--- src/rtl/ase_pkg.sv ---
package ase_pkg;

    localparam int SU_W           = 4;
    localparam int SB_W           = 6;
    localparam int HD_W           = 3;
    localparam int TA_W           = 3;
    localparam int MW_W           = 8;
    localparam int WAIT_UNIT_LOG2 = 4;
    localparam int CNT_W          = SB_W;

    typedef enum logic [2:0] {
        ST_IDLE,
        ST_SETUP,
        ST_STROBE,
        ST_HOLD,
        ST_DONE,
        ST_GAP
    } seq_state_e;

    typedef struct packed {
        logic [SU_W-1:0] setup;
        logic [SB_W-1:0] strobe;
        logic [HD_W-1:0] hold;
    } phase_len_t;

    typedef struct packed {
        phase_len_t rd;
        phase_len_t wr;
        logic       rdy_en;
        logic       lane_strobe;
        logic       ce_strobe_only;
        logic       sync_region;
        logic [1:0] width_sel;
    } region_cfg_t;

endpackage

--- src/rtl/ase_cfg_unpack.sv ---
module ase_cfg_unpack
    import ase_pkg::*;
(
    input  logic [31:0]  cfg_word,
    output region_cfg_t  cfg
);
    always_comb begin
        cfg.width_sel      = cfg_word[1:0];
        cfg.rd.hold        = cfg_word[4:2];
        cfg.rd.strobe      = cfg_word[10:5];
        cfg.rd.setup       = cfg_word[14:11];
        cfg.wr.hold        = cfg_word[17:15];
        cfg.wr.strobe      = cfg_word[23:18];
        cfg.wr.setup       = cfg_word[27:24];
        cfg.rdy_en         = cfg_word[28];
        cfg.lane_strobe    = cfg_word[29];
        cfg.ce_strobe_only = cfg_word[30];
        cfg.sync_region    = cfg_word[31];
    end
endmodule

--- src/rtl/ase_phase_counter.sv ---
module ase_phase_counter #(
    parameter int W = 6
) (
    input  logic         clk,
    input  logic         rst_n,
    input  logic         load,
    input  logic [W-1:0] load_val,
    input  logic         dec,
    output logic         is_zero
);
    logic [W-1:0] cnt;

    always_ff @(posedge clk or negedge rst_n) begin
        if (!rst_n) begin
            cnt <= '0;
        end else if (load) begin
            cnt <= load_val;
        end else if (dec && (cnt != '0)) begin
            cnt <= cnt - 1'b1;
        end
    end

    assign is_zero = (cnt == '0);
endmodule

--- src/rtl/ase_wait_limit.sv ---
module ase_wait_limit #(
    parameter int MW_W      = 8,
    parameter int UNIT_LOG2 = 4
) (
    input  logic            clk,
    input  logic            rst_n,
    input  logic            clr,
    input  logic            inc,
    input  logic [MW_W-1:0] max_wait,
    output logic            at_limit
);
    localparam int EXT_W = MW_W + UNIT_LOG2;

    logic [EXT_W-1:0] ext_cnt;
    logic [EXT_W-1:0] limit;

    assign limit = {max_wait, {UNIT_LOG2{1'b0}}};

    always_ff @(posedge clk or negedge rst_n) begin
        if (!rst_n) begin
            ext_cnt <= '0;
        end else if (clr) begin
            ext_cnt <= '0;
        end else if (inc) begin
            ext_cnt <= ext_cnt + 1'b1;
        end
    end

    assign at_limit = (ext_cnt == limit);
endmodule

--- src/rtl/async_strobe_engine.sv ---
module async_strobe_engine
    import ase_pkg::*;
#(
    parameter int ADDR_W = 20,
    parameter int DATA_W = 32,
    parameter int BE_W   = DATA_W / 8
) (
    input  logic              clk,
    input  logic              rst_n,
    input  logic [31:0]       cfg_word,
    input  logic              rdy_pol,
    input  logic [MW_W-1:0]   max_wait,
    input  logic [TA_W-1:0]   ta_cycles,
    input  logic              req_valid,
    input  logic              req_write,
    input  logic [ADDR_W-1:0] req_addr,
    input  logic [BE_W-1:0]   req_be,
    input  logic [DATA_W-1:0] req_wdata,
    output logic              busy,
    output logic              req_err,
    input  logic              mem_rdy,
    input  logic [DATA_W-1:0] mem_din,
    output logic              mem_ce_n,
    output logic              mem_oe_n,
    output logic              mem_we_n,
    output logic [BE_W-1:0]   mem_be_n,
    output logic [ADDR_W-1:0] mem_addr,
    output logic [DATA_W-1:0] mem_dout,
    output logic              mem_dout_en,
    output logic [DATA_W-1:0] rd_data,
    output logic              done,
    output logic              timeout
);
    region_cfg_t cfg;
    seq_state_e  st, st_nxt;

    logic              cnt_load, cnt_dec, cnt_zero;
    logic [CNT_W-1:0]  cnt_val;
    logic              wt_clr, wt_inc, at_limit;
    logic              accept, abort, strobe_end, rdy_wait;
    logic              wr_q, tmo_q;
    logic [ADDR_W-1:0] addr_q;
    logic [BE_W-1:0]   be_q;
    logic [DATA_W-1:0] wdata_q;
    logic [DATA_W-1:0] rd_q;
    logic [BE_W-1:0]   lane_on;
    logic [BE_W-1:0]   lanes_n;
    logic              in_access;

    ase_cfg_unpack i_unpack (
        .cfg_word (cfg_word),
        .cfg      (cfg)
    );

    ase_phase_counter #(.W(CNT_W)) i_phase_cnt (
        .clk      (clk),
        .rst_n    (rst_n),
        .load     (cnt_load),
        .load_val (cnt_val),
        .dec      (cnt_dec),
        .is_zero  (cnt_zero)
    );

    ase_wait_limit #(.MW_W(MW_W), .UNIT_LOG2(WAIT_UNIT_LOG2)) i_wait (
        .clk      (clk),
        .rst_n    (rst_n),
        .clr      (wt_clr),
        .inc      (wt_inc),
        .max_wait (max_wait),
        .at_limit (at_limit)
    );

    // Lanes present on a device of the configured width
    for (genvar g = 0; g < BE_W; g++) begin : g_lane
        assign lane_on[g] = (32'(g) < (32'd1 << cfg.width_sel));
    end

    assign accept   = (st == ST_IDLE) && req_valid && !cfg.sync_region;
    assign rdy_wait = (mem_rdy == rdy_pol);
    assign wt_clr   = (st != ST_STROBE);

    // Next state and counter control
    always_comb begin
        st_nxt     = st;
        cnt_load   = 1'b0;
        cnt_val    = '0;
        cnt_dec    = 1'b0;
        wt_inc     = 1'b0;
        abort      = 1'b0;
        strobe_end = 1'b0;
        unique case (st)
            ST_IDLE: begin
                if (accept) begin
                    st_nxt   = ST_SETUP;
                    cnt_load = 1'b1;
                    cnt_val  = req_write ? CNT_W'(cfg.wr.setup) : CNT_W'(cfg.rd.setup);
                end
            end
            ST_SETUP: begin
                if (cnt_zero) begin
                    st_nxt   = ST_STROBE;
                    cnt_load = 1'b1;
                    cnt_val  = wr_q ? CNT_W'(cfg.wr.strobe) : CNT_W'(cfg.rd.strobe);
                end else begin
                    cnt_dec = 1'b1;
                end
            end
            ST_STROBE: begin
                if (!cnt_zero) begin
                    cnt_dec = 1'b1;
                end else if (cfg.rdy_en && rdy_wait) begin
                    if (at_limit) begin
                        st_nxt     = ST_DONE;
                        abort      = 1'b1;
                        strobe_end = 1'b1;
                    end else begin
                        wt_inc = 1'b1;
                    end
                end else begin
                    st_nxt     = ST_HOLD;
                    strobe_end = 1'b1;
                    cnt_load   = 1'b1;
                    cnt_val    = wr_q ? CNT_W'(cfg.wr.hold) : CNT_W'(cfg.rd.hold);
                end
            end
            ST_HOLD: begin
                if (cnt_zero) begin
                    st_nxt = ST_DONE;
                end else begin
                    cnt_dec = 1'b1;
                end
            end
            ST_DONE: begin
                if (ta_cycles == '0) begin
                    st_nxt = ST_IDLE;
                end else begin
                    st_nxt   = ST_GAP;
                    cnt_load = 1'b1;
                    cnt_val  = CNT_W'(ta_cycles) - 1'b1;
                end
            end
            ST_GAP: begin
                if (cnt_zero) begin
                    st_nxt = ST_IDLE;
                end else begin
                    cnt_dec = 1'b1;
                end
            end
            default: st_nxt = ST_IDLE;
        endcase
    end

    // State register
    always_ff @(posedge clk or negedge rst_n) begin
        if (!rst_n) begin
            st <= ST_IDLE;
        end else begin
            st <= st_nxt;
        end
    end

    // Request capture, read sampling, timeout marker
    always_ff @(posedge clk or negedge rst_n) begin
        if (!rst_n) begin
            wr_q    <= 1'b0;
            addr_q  <= '0;
            be_q    <= '0;
            wdata_q <= '0;
            rd_q    <= '0;
            tmo_q   <= 1'b0;
        end else begin
            tmo_q <= abort;
            if (accept) begin
                wr_q    <= req_write;
                addr_q  <= req_addr;
                be_q    <= req_be;
                wdata_q <= req_wdata;
            end
            if (strobe_end && !wr_q) begin
                rd_q <= mem_din;
            end
        end
    end

    // Pin and status outputs
    always_comb begin
        in_access = (st == ST_SETUP) || (st == ST_STROBE) || (st == ST_HOLD);
        lanes_n   = ~(be_q & lane_on);

        mem_ce_n  = cfg.ce_strobe_only ? (st != ST_STROBE) : !in_access;
        mem_oe_n  = !((st == ST_STROBE) && !wr_q);
        mem_we_n  = !((st == ST_STROBE) && wr_q);
        if (cfg.lane_strobe) begin
            mem_be_n = ((st == ST_STROBE) && wr_q) ? lanes_n : '1;
        end else begin
            mem_be_n = in_access ? lanes_n : '1;
        end
        mem_dout_en = in_access && wr_q;
        mem_addr    = addr_q;
        mem_dout    = wdata_q;
        rd_data     = rd_q;
        busy        = (st != ST_IDLE);
        done        = (st == ST_DONE);
        timeout     = (st == ST_DONE) && tmo_q;
        req_err     = (st == ST_IDLE) && req_valid && cfg.sync_region;
    end

endmodule

--- config.mk ---
export PLATFORM = sky130hd
export DESIGN_NAME = async_strobe_engine
export DESIGN_NICKNAME = d
export VERILOG_FILES = /design/src/rtl/ase_pkg.sv /design/src/rtl/ase_cfg_unpack.sv /design/src/rtl/ase_phase_counter.sv /design/src/rtl/ase_wait_limit.sv /design/src/rtl/async_strobe_engine.sv
export SDC_FILE = /design/constraint.sdc
export NUM_CORES = 1
export LEC_CHECK = 0
export ABC_CLOCK_PERIOD_IN_PS = 4900
export BUFFER_PORTS_ARGS = -buffer_cell sky130_fd_sc_hd__clkbuf_2
export CORE_UTILIZATION = 40
export DETAILED_ROUTE_END_ITERATION = 12
export PLACE_DENSITY = 0.69
export SLEW_MARGIN = 25
export SYNTH_ARGS = -nofsm -noshare
export SYNTH_HDL_FRONTEND = slang
export SYNTH_HIERARCHICAL = 1
export SYNTH_SLANG_ARGS = --single-unit
--- constraint.sdc ---
create_clock -name clk -period 4.9 [get_ports clk]
set_input_delay 0.98 -clock clk [delete_from_list [all_inputs] [get_ports clk]]
set_output_delay 0.98 -clock clk [all_outputs]
set_load 0.03 [all_outputs]
# Yosys cells after proc, flatten, opt, wreduce, memory -nomap -nowiden
# Cells that the tools add are included.
# op_classes
add_sub_neg	3
order_cmp	4
eq_ne	14
shifts	1
muxes	45
n_bitwise	2
reduce_logical	26
# op_table
operator	n
< comparator 1 x 32 -> 1 bit, first input constant	2
< comparator 2 x 32 -> 1 bit, first input constant	2
two-way mux 3 bit	11
left shift 1 x 2 -> 32 bit, first input constant	1
two-way mux 6 bit	5
two-way mux 12 bit	2
case mux 6 bit (4 select lines)	1
two-way mux 4 bit	5
two-way mux 1 bit	19
case mux 3 bit (6 select lines)	1
adder 12 x 1 -> 12 bit, second input constant	1
== test 12 bit	1
logical AND 1 bit	10
inequality test 2 bit, second input constant	5
== test 3 x 2 -> 1 bit, second input constant	2
== test 3 bit, second input constant	2
zero test 3 bit	2
zero test 6 bit	1
AND reduction 6 bit	1
nonzero test 6 bit	1
subtractor 6 x 1 -> 6 bit, second input constant	1
zero test 1 bit	5
AND 4 bit	1
NOT 4 bit	1
other kinds (10)	12
# word_totals
regBits	111
input_bits	137
out_inout_bits	96
wordCells	104

# Longest topological paths before layout
# Gate-level depths: netlist of the first run.
# logic_depth
ltp_word	7
depth_mapped	11

# By module
# Netlist of the first run, hierarchy kept.
# by_module_without_submodules
mod	n_inst	cells_each	area_each_um2	seq_area_each_um2
async_strobe_engine	1	276	4037.6	2327.2
ase_wait_limit	1	75	723.2	300.3
ase_phase_counter	1	44	395.4	150.1
ase_cfg_unpack	1	32	240.2	0.0

# Least setup slack after synthesis of the first run
# OpenSTA, ideal clock, no wires.
# synth_path
path_type	input-to-output
startpoint	input cfg_word[29]
endpoint	output mem_be_n[1]
arrival_ns	1.789
required_ns	3.920
path_slack_ns	2.131
path_stages	3
n_path_buf	1
cell_sequence	buf_4 > a211oi_1 > o211ai_1
# synth_between
elab_chain_len	1
# synth_rtl
item	line	text
from (decl)	async_strobe_engine.sv:10	input logic [31:0] cfg_word,
two-way mux 4 bit	async_strobe_engine.sv:193	if (cfg.lane_strobe) begin
to (decl)	async_strobe_engine.sv:26	output logic [BE_W-1:0] mem_be_n,
# Every way passes these cells.

# Worst setup path after layout of the first run
# layout_path
startpoint	register i_phase_cnt.cnt[2]
endpoint	register i_wait.ext_cnt[11]
# layout_between
elab_chain_len	4
# layout_rtl
item	line	text
from (decl)	ase_phase_counter.sv:11	logic [W-1:0] cnt;
from (signal assigned)	ase_phase_counter.sv:17	cnt <= load_val;
from (signal assigned)	ase_phase_counter.sv:19	cnt <= cnt - 1'b1;
zero test 6 bit	ase_phase_counter.sv:23	assign is_zero = (cnt == '0);
net cnt_zero	async_strobe_engine.sv:37	logic cnt_load, cnt_dec, cnt_zero;
two-way mux 1 bit	async_strobe_engine.sv:109	if (!cnt_zero) begin
two-way mux 1 bit	async_strobe_engine.sv:91	unique case (st)
net wt_inc	async_strobe_engine.sv:39	logic wt_clr, wt_inc, at_limit;
nonzero test 2 bit (no line)	-	
to (signal assigned)	ase_wait_limit.sv:25	ext_cnt <= ext_cnt + 1'b1;
to (decl)	ase_wait_limit.sv:14	logic [EXT_W-1:0] ext_cnt;
# The timed path passes the listed nets, and every way through them passes these cells.
# A chain may end at the register's enable or synchronous reset.

==> results of run 1 <==
cell usage in the layout (no fill, tap or decap), types with 2 or more instances in the layout:
cell type,netlist,layout
mux2_1,9,9
o22a_1,2,2
or3_1,3,3
mux2_2,82,82
clkbuf_2,1,231
mux2i_1,14,14
nand3_1,9,9
nand2_1,12,12
inv_8,0,2
o211ai_1,5,5
ha_1,6,6
bufinv_16,0,2
o221ai_1,3,3
dfrtp_1,111,111
nand4_1,5,5
o31ai_1,6,6
xnor2_1,10,10
inv_1,13,13
o2111ai_1,2,2
or4_1,7,7
or3b_1,2,2
buf_4,33,4
clkbuf_16,0,9
nor3_1,2,2
nor2_1,14,14
xor2_1,3,3
a21oi_1,11,11
a31oi_1,2,2
nor3b_1,2,2
o21ai_0,6,6
and3_1,2,2
nand2b_1,5,5
cells by family (layout without fill, tap and decap cells):
kind of cell | count (synthesis) | count (layout) | synth area share
buffers and inverters | 66 | 264 | 0.0825
adder cells (fa/ha/maj) | 6 | 6 | 0.0139
AND/OR/NAND/NOR | 78 | 78 | 0.0890
flip-flops | 111 | 111 | 0.515
AO/OA/AOI/OAI | 48 | 48 | 0.0628
XOR/XNOR | 13 | 13 | 0.0211
multiplexers | 105 | 105 | 0.216
worst min path at each step:
| stage | cells past startpoint | to | start |
|---|---|---|---|
| after global placement | 1 | rd_data[17] | rd_data[17] |
| after floorplan | 1 | be_q[0] | be_q[0] |
| after global routing | 1 | rd_data[17] | rd_data[17] |
| after detailed placement | 1 | rd_data[26] | rd_data[26] |
| final | 1 | mem_dout[27] | mem_dout[27] |
| after CTS | 1 | rd_data[26] | rd_data[26] |
registers in the layout, indices dropped and copies added, names as in the netlist:
register / count
st: 3
be_q: 4
tmo_q: 1
mem_dout: 32
i_wait/ext_cnt: 12
i_phase_cnt/cnt: 6
wr_q: 1
mem_addr: 20
rd_data: 32
stage by stage:
step | area [um^2] | setup WS, ps | total power, mW | utilization
2_1_floorplan | 5400 | 2130 | 3.01 | -
3_3_place_gp | 6410 | 1610 | 3.57 | 0.486
3_5_place_dp | 6410 | 1460 | 3.64 | 0.486
4_1_cts | 6740 | 1650 | 4.45 | 0.511
5_1_grt | 6750 | 1480 | 4.64 | 0.511
6_report | 6750 | 1650 | 4.40 | 0.511
area by class of cell:
| type | instances | area share |
|---|---|---|
| multi-input cells | 250 | 0.322 |
| flip-flops and latches | 111 | 0.412 |
| inverters | 13 | 0.00723 |
| well taps | 176 | 0.0326 |
| clock buffers | 10 | 0.0354 |
| clock inverters | 5 | 0.0134 |
| repair buffers | 236 | 0.177 |
per-layer routing:
metal  global-route usage  share of wire
met5                    0              0
met4               0.0793          0.017
met3               0.0357          0.049
met2                0.350           0.53
met1                0.230           0.40
power groups by stage:
| stage | clock (mW) | combinational, mW | sequential [mW] |
|---|---|---|---|
| after floorplan | 0 | 0.853 | 2.16 |
| final | 0.799 | 2.06 | 1.54 |
| after detailed placement | 0 | 2.08 | 1.56 |
| after global routing | 0.860 | 2.19 | 1.60 |
| after CTS | 0.826 | 2.08 | 1.54 |
| after global placement | 0 | 2.05 | 1.53 |
==> results by group, run 1 <==
Run status
  – Status: finished, final reports clean

Critical path
  – Crit path arrival time: 3480 ps
  – Crit start category: flip-flop
  – Crit path from: i_phase_cnt/cnt[2]
  – CP Max Fanout: 9
  – CP cell instances: or3_1, nor2_1, nand2_2, nor3_1, o211ai_2, nor4_1, mux2_2
  – Max stage delay on crit path: 750 ps
  – Crit path buffers/inverters: 0
  – Critical Path RT: 5130 ps
  – Worst reg-to-reg path cell count: 7
  – Flop2flop setup slack: 1650 ps
  – Reg-to-Reg End: i_wait/ext_cnt[11]
  – Delay-heaviest family, CP: simple AND/OR/NAND/NOR gates
  – Worst path slowest cell: nor3_1
  – Critical path class: reg2reg
  – Worst r2r src: i_phase_cnt/cnt[2]
  – Worst setup endpoint: i_wait/ext_cnt[11]
  – CP Depth: 7
  – Setup crit end kind: flip-flop

Power and ir drop
  – Clock power share: 0.182
  – Power Internal: 2.50 mW
  – Logic pwr share: 0.468
  – Power per Cell Area: 652 mW/mm^2
  – P_sw: 1.89 mW
  – Peak VDD IR: 177 uV
  – Seq pwr share: 0.350
  – Lkg Pwr: 3.29 nW
  – Sw Ratio: 0.430

Die
  – Initial Util: 0.409
  – Die H: 118 um
  – DIE AREA: 0.0140 mm^2
  – Area of the core: 0.0132 mm^2
  – DIE WIDTH: 118 um
  – # IOs: 233
  – # rows: 42

Finish
  – Syn-to-layout area delta: 25.0%
  – Antenna Cells: 0
  – Layout cells sized above 1: 0.549
  – Storage cell area: 0.00278 mm^2
  – Nets: 764
  – Multi-input combinational cell area: 0.00217 mm^2
  – Fin cells: 801
  – Fillcell total: 1180

Synth
  – Post-synth top area cell: dfrtp_1
  – FFs w/ async S/R, synth: 1.00
  – Register area share after synthesis: 0.515
  – Avg Cell Area, Syn: 12.6 um^2
  – Synth warn: 6
  – Post-synthesis net count: 570
  – Synth top area share: 0.515
  – Synth cell types: 59
  – Gate Count Post-Synth: 427
  – Post-synth EDFFs: 0
  – Top cells by count, synth: dfrtp_1, mux2_2, buf_4, mux2i_1, nor2_1
  – Most instantiated library cell after synthesis: dfrtp_1
  – Post-Syn Area: 0.00540 mm^2
  – #FFs+latches synth: 111
  – Dominant cells by area after synthesis: dfrtp_1, mux2_2, buf_4, mux2i_1, buf_6
  – Main synth FF type: dfrtp_1

Clock network
  – Clock transition at path regs: 80 ps
  – CTS tree: built
  – CTS root buf: clkbuf_16
  – Post-CTS Resized: 0
  – CTS H-Tree Depth: 3
  – Sink Count: 111
  – Post-CTS setup repair buffer count: 0
  – # hold bufs at CTS: 0
  – Skew-Pair Late Insertion Delay: 340 ps
  – Clock tree buffer depth: 2
  – TritonCTS buffer count: 9

Route
  – Initial detailed-routing violation count: 177
  – Drt drc: 0
  – Routed vias: 3970
  – Wirelength per Cell: 16.1 um
  – First-pass DRT Iterations: 5
  – Remaining antenna violation count: 0
  – Vias per cell: 4.96
  – Final WL: 12.9 mm

Timing
  – Post-layout min period: 3250 ps
  – Max-slew violations: 0
  – RSZ-0062 raised after global routing: no
  – Measured slew at the worst slew-check pin: 946 ps
  – WHS: 497 ps
  – Slew margin rel.: 0.364
  – Tcrit/Tclk final: 0.663
  – F_max: 0.308 GHz
  – Setup TNS: 0 ps
  – Final clock skew: 10.1 ps
  – Final Hold Violating Endpoints: 0
  – Setup violations, final: 0

Worst hold path
  – Worst Hold Class: reg2reg

Global routing
  – Overflow after GRT: 0
  – First-pass GRT wire length: 21.4 mm
  – Number of global-route vias before repair: 4145
  – GRT Resource Usage Total: 0.196
  – Largest net degree at the start of global routing: 80
  – Antenna violations before repair: 0

Placed design
  – HPWL Detailed: 10.2 mm
  – # port buffers: 232
  – GPL Wtd Cong: 0.867
  – Cell Count Post-Placement: 786

Flow run
  – Max-cap violations: 0
Note: power is estimated with default switching activity, not from simulation.
==> inputs of run 2 (changes only) <==
Settings changed: ABC_CLOCK_PERIOD_IN_PS 4900 to 3000.
Clock period 4.9 ns to 3 ns, I/O delays scaled along.
==> results by group, run 2 (synthesis results as in run 1) <==
Finish
  – Layout cells sized above 1: 0.552 (+0.00358)
  – Design area: 0.00674 mm^2 (about the same)
  – Storage cell area: 0.00278 mm^2 (unchanged)
  – Multi-input combinational cell area: 0.00217 mm^2 (unchanged)
  – Antenna Cells: 0 (unchanged)
  – Syn-to-layout area delta: 25.0% (about the same)
  – Nets: 769 (+0.65%)
  – Most common cell after layout, fill and taps aside: clkbuf_2
  – Commonest non-fill, non-tap cells in the layout: clkbuf_2, dfrtp_1, mux2_2
  – Fillcell total: 1196 (+1.4%)

Critical path
  – Setup crit end kind: flip-flop
  – CP Max Fanout: 9 (unchanged)
  – Crit start category: flip-flop
  – Reg-to-Reg End: i_phase_cnt/cnt[3]
  – Critical Path RT: 3250 ps (-1880 ps)
  – Critical path class: reg2reg
  – Crit path arrival time: 3040 ps (-440 ps)
  – Worst reg-to-reg path cell count: 8 (+1)
  – Flop2flop setup slack: 210 ps (-1440 ps)
  – Worst r2r src: i_phase_cnt/cnt[0]

Route
  – Initial detailed-routing violation count: 144 (-19%)
  – Drt drc: 0 (unchanged)
  – Wirelength per Cell: 15.9 um (-1.8%)
  – Remaining antenna violation count: 0 (unchanged)
  – Vias per cell: 4.92 (-0.70%)
  – Final WL: 12.8 mm (-1.2%)
  – Routed vias: 3967 (-0.076%)
  – First-pass DRT Iterations: 4 (-1)

Die
  – DIE WIDTH: 118 um (unchanged)
  – Area of the core: 0.0132 mm^2 (unchanged)
  – Die H: 118 um (unchanged)
  – # IOs: 233 (unchanged)
  – DIE AREA: 0.0140 mm^2 (unchanged)
  – Initial Util: 0.409 (unchanged)
  – # rows: 42 (unchanged)

Power and ir drop
  – Power Internal: 3.91 mW (+56%)
  – Seq pwr share: 0.357 (+0.007)
  – Sw Ratio: 0.441 (+0.0106)
  – Final Power: 7.00 mW (+59%)
  – P_sw: 3.08 mW (+63%)
  – Peak VDD IR: 338 uV (+91%)
  – Clock power share: 0.161 (-0.021)
  – Logic pwr share: 0.482 (+0.014)
  – Lkg Pwr: 3.29 nW (+0.13%)
  – Power per Cell Area: 1040 mW/mm^2 (+59%)

Placed design
  – GPL Wtd Cong: 0.869 (+0.24%)
  – HPWL Detailed: 10.2 mm (+0.79%)
  – # port buffers: 232 (unchanged)
  – DP Worst Slack: 295 ps (-1160 ps)
  – Dpl cell area: 0.00646 mm^2 (+0.78%)

Timing
  – F_max: 0.359 GHz (+16%)
  – Final clock skew: 7.78 ps (-2.35 ps)
  – Measured slew at the worst slew-check pin: 719 ps (-227 ps)
  – Setup ws final: 212 ps (-1440 ps)
  – Max-slew violations: 0 (unchanged)
  – Tcrit/Tclk final: 0.929 (+0.267)
  – RSZ-0062 raised after global routing: no
  – Setup violations, final: 0 (unchanged)
  – Setup TNS: 0 ps (unchanged)
  – Post-layout min period: 2790 ps (-459 ps)
  – Final Hold Violating Endpoints: 0 (unchanged)
  – Slew margin rel.: 0.520 (+0.156)

Clock network
  – Sink Count: 111 (unchanged)
  – Skew-Pair Late Insertion Delay: 340 ps (about the same)
  – Clock tree buffer depth: 2 (unchanged)
  – Post-CTS setup repair buffer count: 0 (unchanged)
  – TritonCTS buffer count: 9 (unchanged)
  – Clock transition at path regs: 80 ps (about the same)
  – CTS tree: built
  – CTS H-Tree Depth: 3 (unchanged)
  – # hold bufs at CTS: 0 (unchanged)
  – CTS root buf: clkbuf_16
  – Post-CTS Resized: 0 (unchanged)

Run status
  – Status: finished, final reports clean

Global routing
  – GRT Resource Usage Total: 0.188 (-0.00711)
  – Number of global-route vias before repair: 3969 (-4.2%)
  – Antenna violations before repair: 0 (unchanged)
  – Largest net degree at the start of global routing: 45 (-44%)
  – Overflow after GRT: 0 (unchanged)
  – First-pass GRT wire length: 20.5 mm (-4.3%)

Flow run
  – Max-cap violations: 0 (unchanged)

Worst hold path
  – Worst Hold Class: in2async
-- run 2: cell types whose count changed in the layout (fill, tap and decap cells not counted) --
| cell | previous run | this run |
|---|---|---|
| buf_4 | 4 | 9 |
| inv_6 | 0 | 1 |
| bufinv_16 | 2 | 0 |
| clkbuf_8 | 1 | 0 |
| buf_12 | 0 | 1 |
| clkinv_4 | 0 | 4 |
| clkinvlp_4 | 1 | 0 |
| inv_8 | 2 | 1 |
| buf_6 | 1 | 0 |
-- run 2: cell type report --
type | instances | share of cell area
timing repair buffer | 241 | 0.184
tap | 176 | 0.0327
clock inverter | 6 | 0.00816
multi-input combinational | 250 | 0.322
sequential | 111 | 0.412
inverter | 13 | 0.00724
clock buffer | 9 | 0.0334
-- run 2: routing by layer --
layer	up-vias	global-route usage	wire length [um]
met1	1916	0.220	5050
met4	0	0.0761	282
li1	1892	-	-
met3	18	0.0401	735
met5	-	0	0
met2	141	0.335	6710
-- run 2: power groups by stage --
stage	clock network [mW]	registers (mW)	logic, mW
2_1_floorplan	0	3.53	1.39
3_3_place_gp	0	2.49	3.34
3_5_place_dp	0	2.53	3.40
4_1_cts	1.16	2.50	3.40
5_1_grt	1.22	2.58	3.59
6_report	1.12	2.50	3.38
-- run 2: critical path, stage by stage, from the launching register on --
cell	delay, ps
dfrtp_1	360
inv_1	80
ha_1	220
nand2b_1	180
nor2_1	160
a21oi_1	600
or3b_1	460
or4_1	420
o211ai_1	210
-- run 2: worst max-delay path by stage --
stage | cells after the start | to | from
2_1_floorplan | 9 | i_wait/ext_cnt[11] | i_phase_cnt/cnt[2]
3_3_place_gp | 8 | i_wait/ext_cnt[11] | i_phase_cnt/cnt[2]
3_5_place_dp | 8 | i_wait/ext_cnt[11] | i_phase_cnt/cnt[2]
4_1_cts | 4 | mem_be_n[1] | st[0]
5_1_grt | 8 | i_phase_cnt/cnt[3] | i_phase_cnt/cnt[0]
6_report | 8 | i_phase_cnt/cnt[3] | i_phase_cnt/cnt[0]
-- run 2: metrics by stage --
stage	hold WS [ps]	instances	util
after detailed placement	488	791	0.490
after CTS	252	806	0.511
after floorplan	304	427	-
final	235	806	0.511
after global placement	469	791	0.490
after global routing	280	806	0.511
==> inputs of run 3 (changes only) <==
Settings changed: GPL_TIMING_DRIVEN from default to 0.
==> results by group, run 3 (synthesis results as in run 1) <==
Finish
  – Syn-to-layout area delta: 28.8%
  – Most common cell after layout, fill and taps aside: clkbuf_2
  – Nets: 781 (+1.6%)
  – Antenna Cells: 0 (unchanged)
  – Commonest non-fill, non-tap cells in the layout: clkbuf_2, dfrtp_1, mux2_2
  – Design area: 0.00695 mm^2 (+3.1%)
  – Final core utilization: 0.527 (+0.0157)
  – Fin cells: 819 (+1.6%)
  – Layout cells sized above 1: 0.554 (+0.00127)

Placed design
  – Dpl cell area: 0.00665 mm^2 (+2.9%)
  – Cell Count Post-Placement: 803 (+1.5%)
  – # port buffers: 199 (-14%)
  – GPL Wtd Cong: 0.830 (-4.5%)
  – HPWL Detailed: 10.8 mm (+5.3%)

Route
  – Wirelength per Cell: 16.4 um (+3.3%)
  – Initial detailed-routing violation count: 180 (+25%)
  – Routed vias: 4066 (+2.5%)
  – Drt drc: 0 (unchanged)
  – Remaining antenna violation count: 0 (unchanged)
  – Final WL: 13.4 mm (+4.9%)
  – Vias per cell: 4.96 (+0.87%)
  – First-pass DRT Iterations: 4 (unchanged)

Clock network
  – CTS tree: built
  – # hold bufs at CTS: 0 (unchanged)
  – TritonCTS buffer count: 9 (unchanged)
  – Sink Count: 111 (unchanged)
  – Skew-Pair Late Insertion Delay: 350 ps (about the same)
  – CTS H-Tree Depth: 3 (unchanged)
  – Clock tree buffer depth: 2 (unchanged)
  – Clock transition at path regs: 80 ps (about the same)
  – CTS root buf: clkbuf_16
  – Post-CTS setup repair buffer count: 0 (unchanged)

Timing
  – Max-slew violations: 0 (unchanged)
  – Setup TNS: 0 ps (unchanged)
  – RSZ-0062 raised after global routing: no
  – Final clock skew: 10.6 ps (+2.84 ps)
  – Final Hold Violating Endpoints: 0 (unchanged)
  – Setup violations, final: 0 (unchanged)
  – F_max: 0.359 GHz (about the same)
  – Tcrit/Tclk final: 0.929 (about the same)
  – Slew margin rel.: 0.546 (+0.0256)
  – Measured slew at the worst slew-check pin: 677 ps (-42.5 ps)
  – Post-layout min period: 2790 ps (-1.34 ps)
  – WHS: 182 ps (-53.1 ps)

Power and ir drop
  – Power per Cell Area: 1030 mW/mm^2 (-0.97%)
  – Peak VDD IR: 303 uV (-10%)
  – Lkg Pwr: 3.38 nW (+2.5%)

Die
  – Initial Util: 0.409 (unchanged)
  – Die H: 118 um (unchanged)
  – # IOs: 233 (unchanged)
  – Area of the core: 0.0132 mm^2 (unchanged)
  – # rows: 42 (unchanged)
  – DIE AREA: 0.0140 mm^2 (unchanged)
  – DIE WIDTH: 118 um (unchanged)

Global routing
  – Overflow after GRT: 0 (unchanged)
  – Antenna violations before repair: 0 (unchanged)
  – Largest net degree at the start of global routing: 67 (+49%)
  – First-pass GRT wire length: 21.2 mm (+3.6%)
  – GRT Resource Usage Total: 0.197 (+0.00829)
  – Number of global-route vias before repair: 4103 (+3.4%)

Critical path
  – Setup crit end kind: flip-flop
  – Crit path from: i_phase_cnt/cnt[2]
  – Crit start category: flip-flop
  – Crit path arrival time: 3020 ps (-20 ps)
  – Critical path class: reg2reg
  – Worst r2r src: i_phase_cnt/cnt[2]
  – CP Max Fanout: 9 (unchanged)
  – Critical Path RT: 3230 ps (-20 ps)

Worst hold path
  – Worst Hold Class: in2async

Flow run
  – Max-cap violations: 0 (unchanged)

Run status
  – Status: finished, final reports clean
[run 3: cell count changes in the layout (fill, tap and decap cells not counted), sizes merged]
cell and delta:
buf +40, clkinv -3, inv +3, clkbuf -27
[run 3: cell type report]
cell class                 instances  area [um^2]
clock buffer                      10          239
tap                              176          220
buffer                            53          397
multi-input combinational        250         2180
sequential                       111         2780
clock inverter                     6         57.6
timing repair buffer             200         1030
fill                            1179         6240
inverter                          13         48.8
[run 3: worst paths after layout]
kind                                      endpoint  slack, ps  cells after the start
worst max-delay path            i_wait/ext_cnt[11]        210                      9
worst max register to register  i_wait/ext_cnt[11]        210                      9
min in group clk                      mem_dout[28]        460                      2
worst min-delay path                  mem_dout[16]        180                      1
worst min register to register          rd_data[7]        490                      1
max in group asynchronous               rd_data[8]       2170                      2
[run 3: repair_timing]
action	in CTS	in global routing
endpoints found under the setup margin	0	2
endpoints found under the hold margin	0	0
resized for setup	0	2
[run 3: stage by stage]
step	worst slack [ps]	total power, mW
after floorplan	540	4.92
after global placement	-177	5.89
after detailed placement	127	6.01
after CTS	102	7.20
after global routing	36.4	7.53
final	213	7.14
[run 3: critical path: stages (launching register included)]
cell,delay (ps)
dfrtp_1,440
or3_1,360
buf_2,180
nor2_2,300
nand2_2,140
nor3_1,140
buf_2,230
o211ai_2,170
nor4_1,350
mux2_2,380
[run 3: where the power goes]
group	internal (mW)	switching, mW	leakage [nW]
registers	2.13	0.327	1.36
clock network	0.609	0.570	0.148
logic	1.27	2.24	1.87
total	4.01	3.13	3.38
[run 3: layer usage]
metal / vias to the layer above / global-route usage / routed length [um]
li1: 1910 / - / -
met1: 2001 / 0.224 / 5070
met2: 140 / 0.357 / 7280
met3: 15 / 0.0415 / 820
met4: 0 / 0.0785 / 240
met5: - / 0 / 0
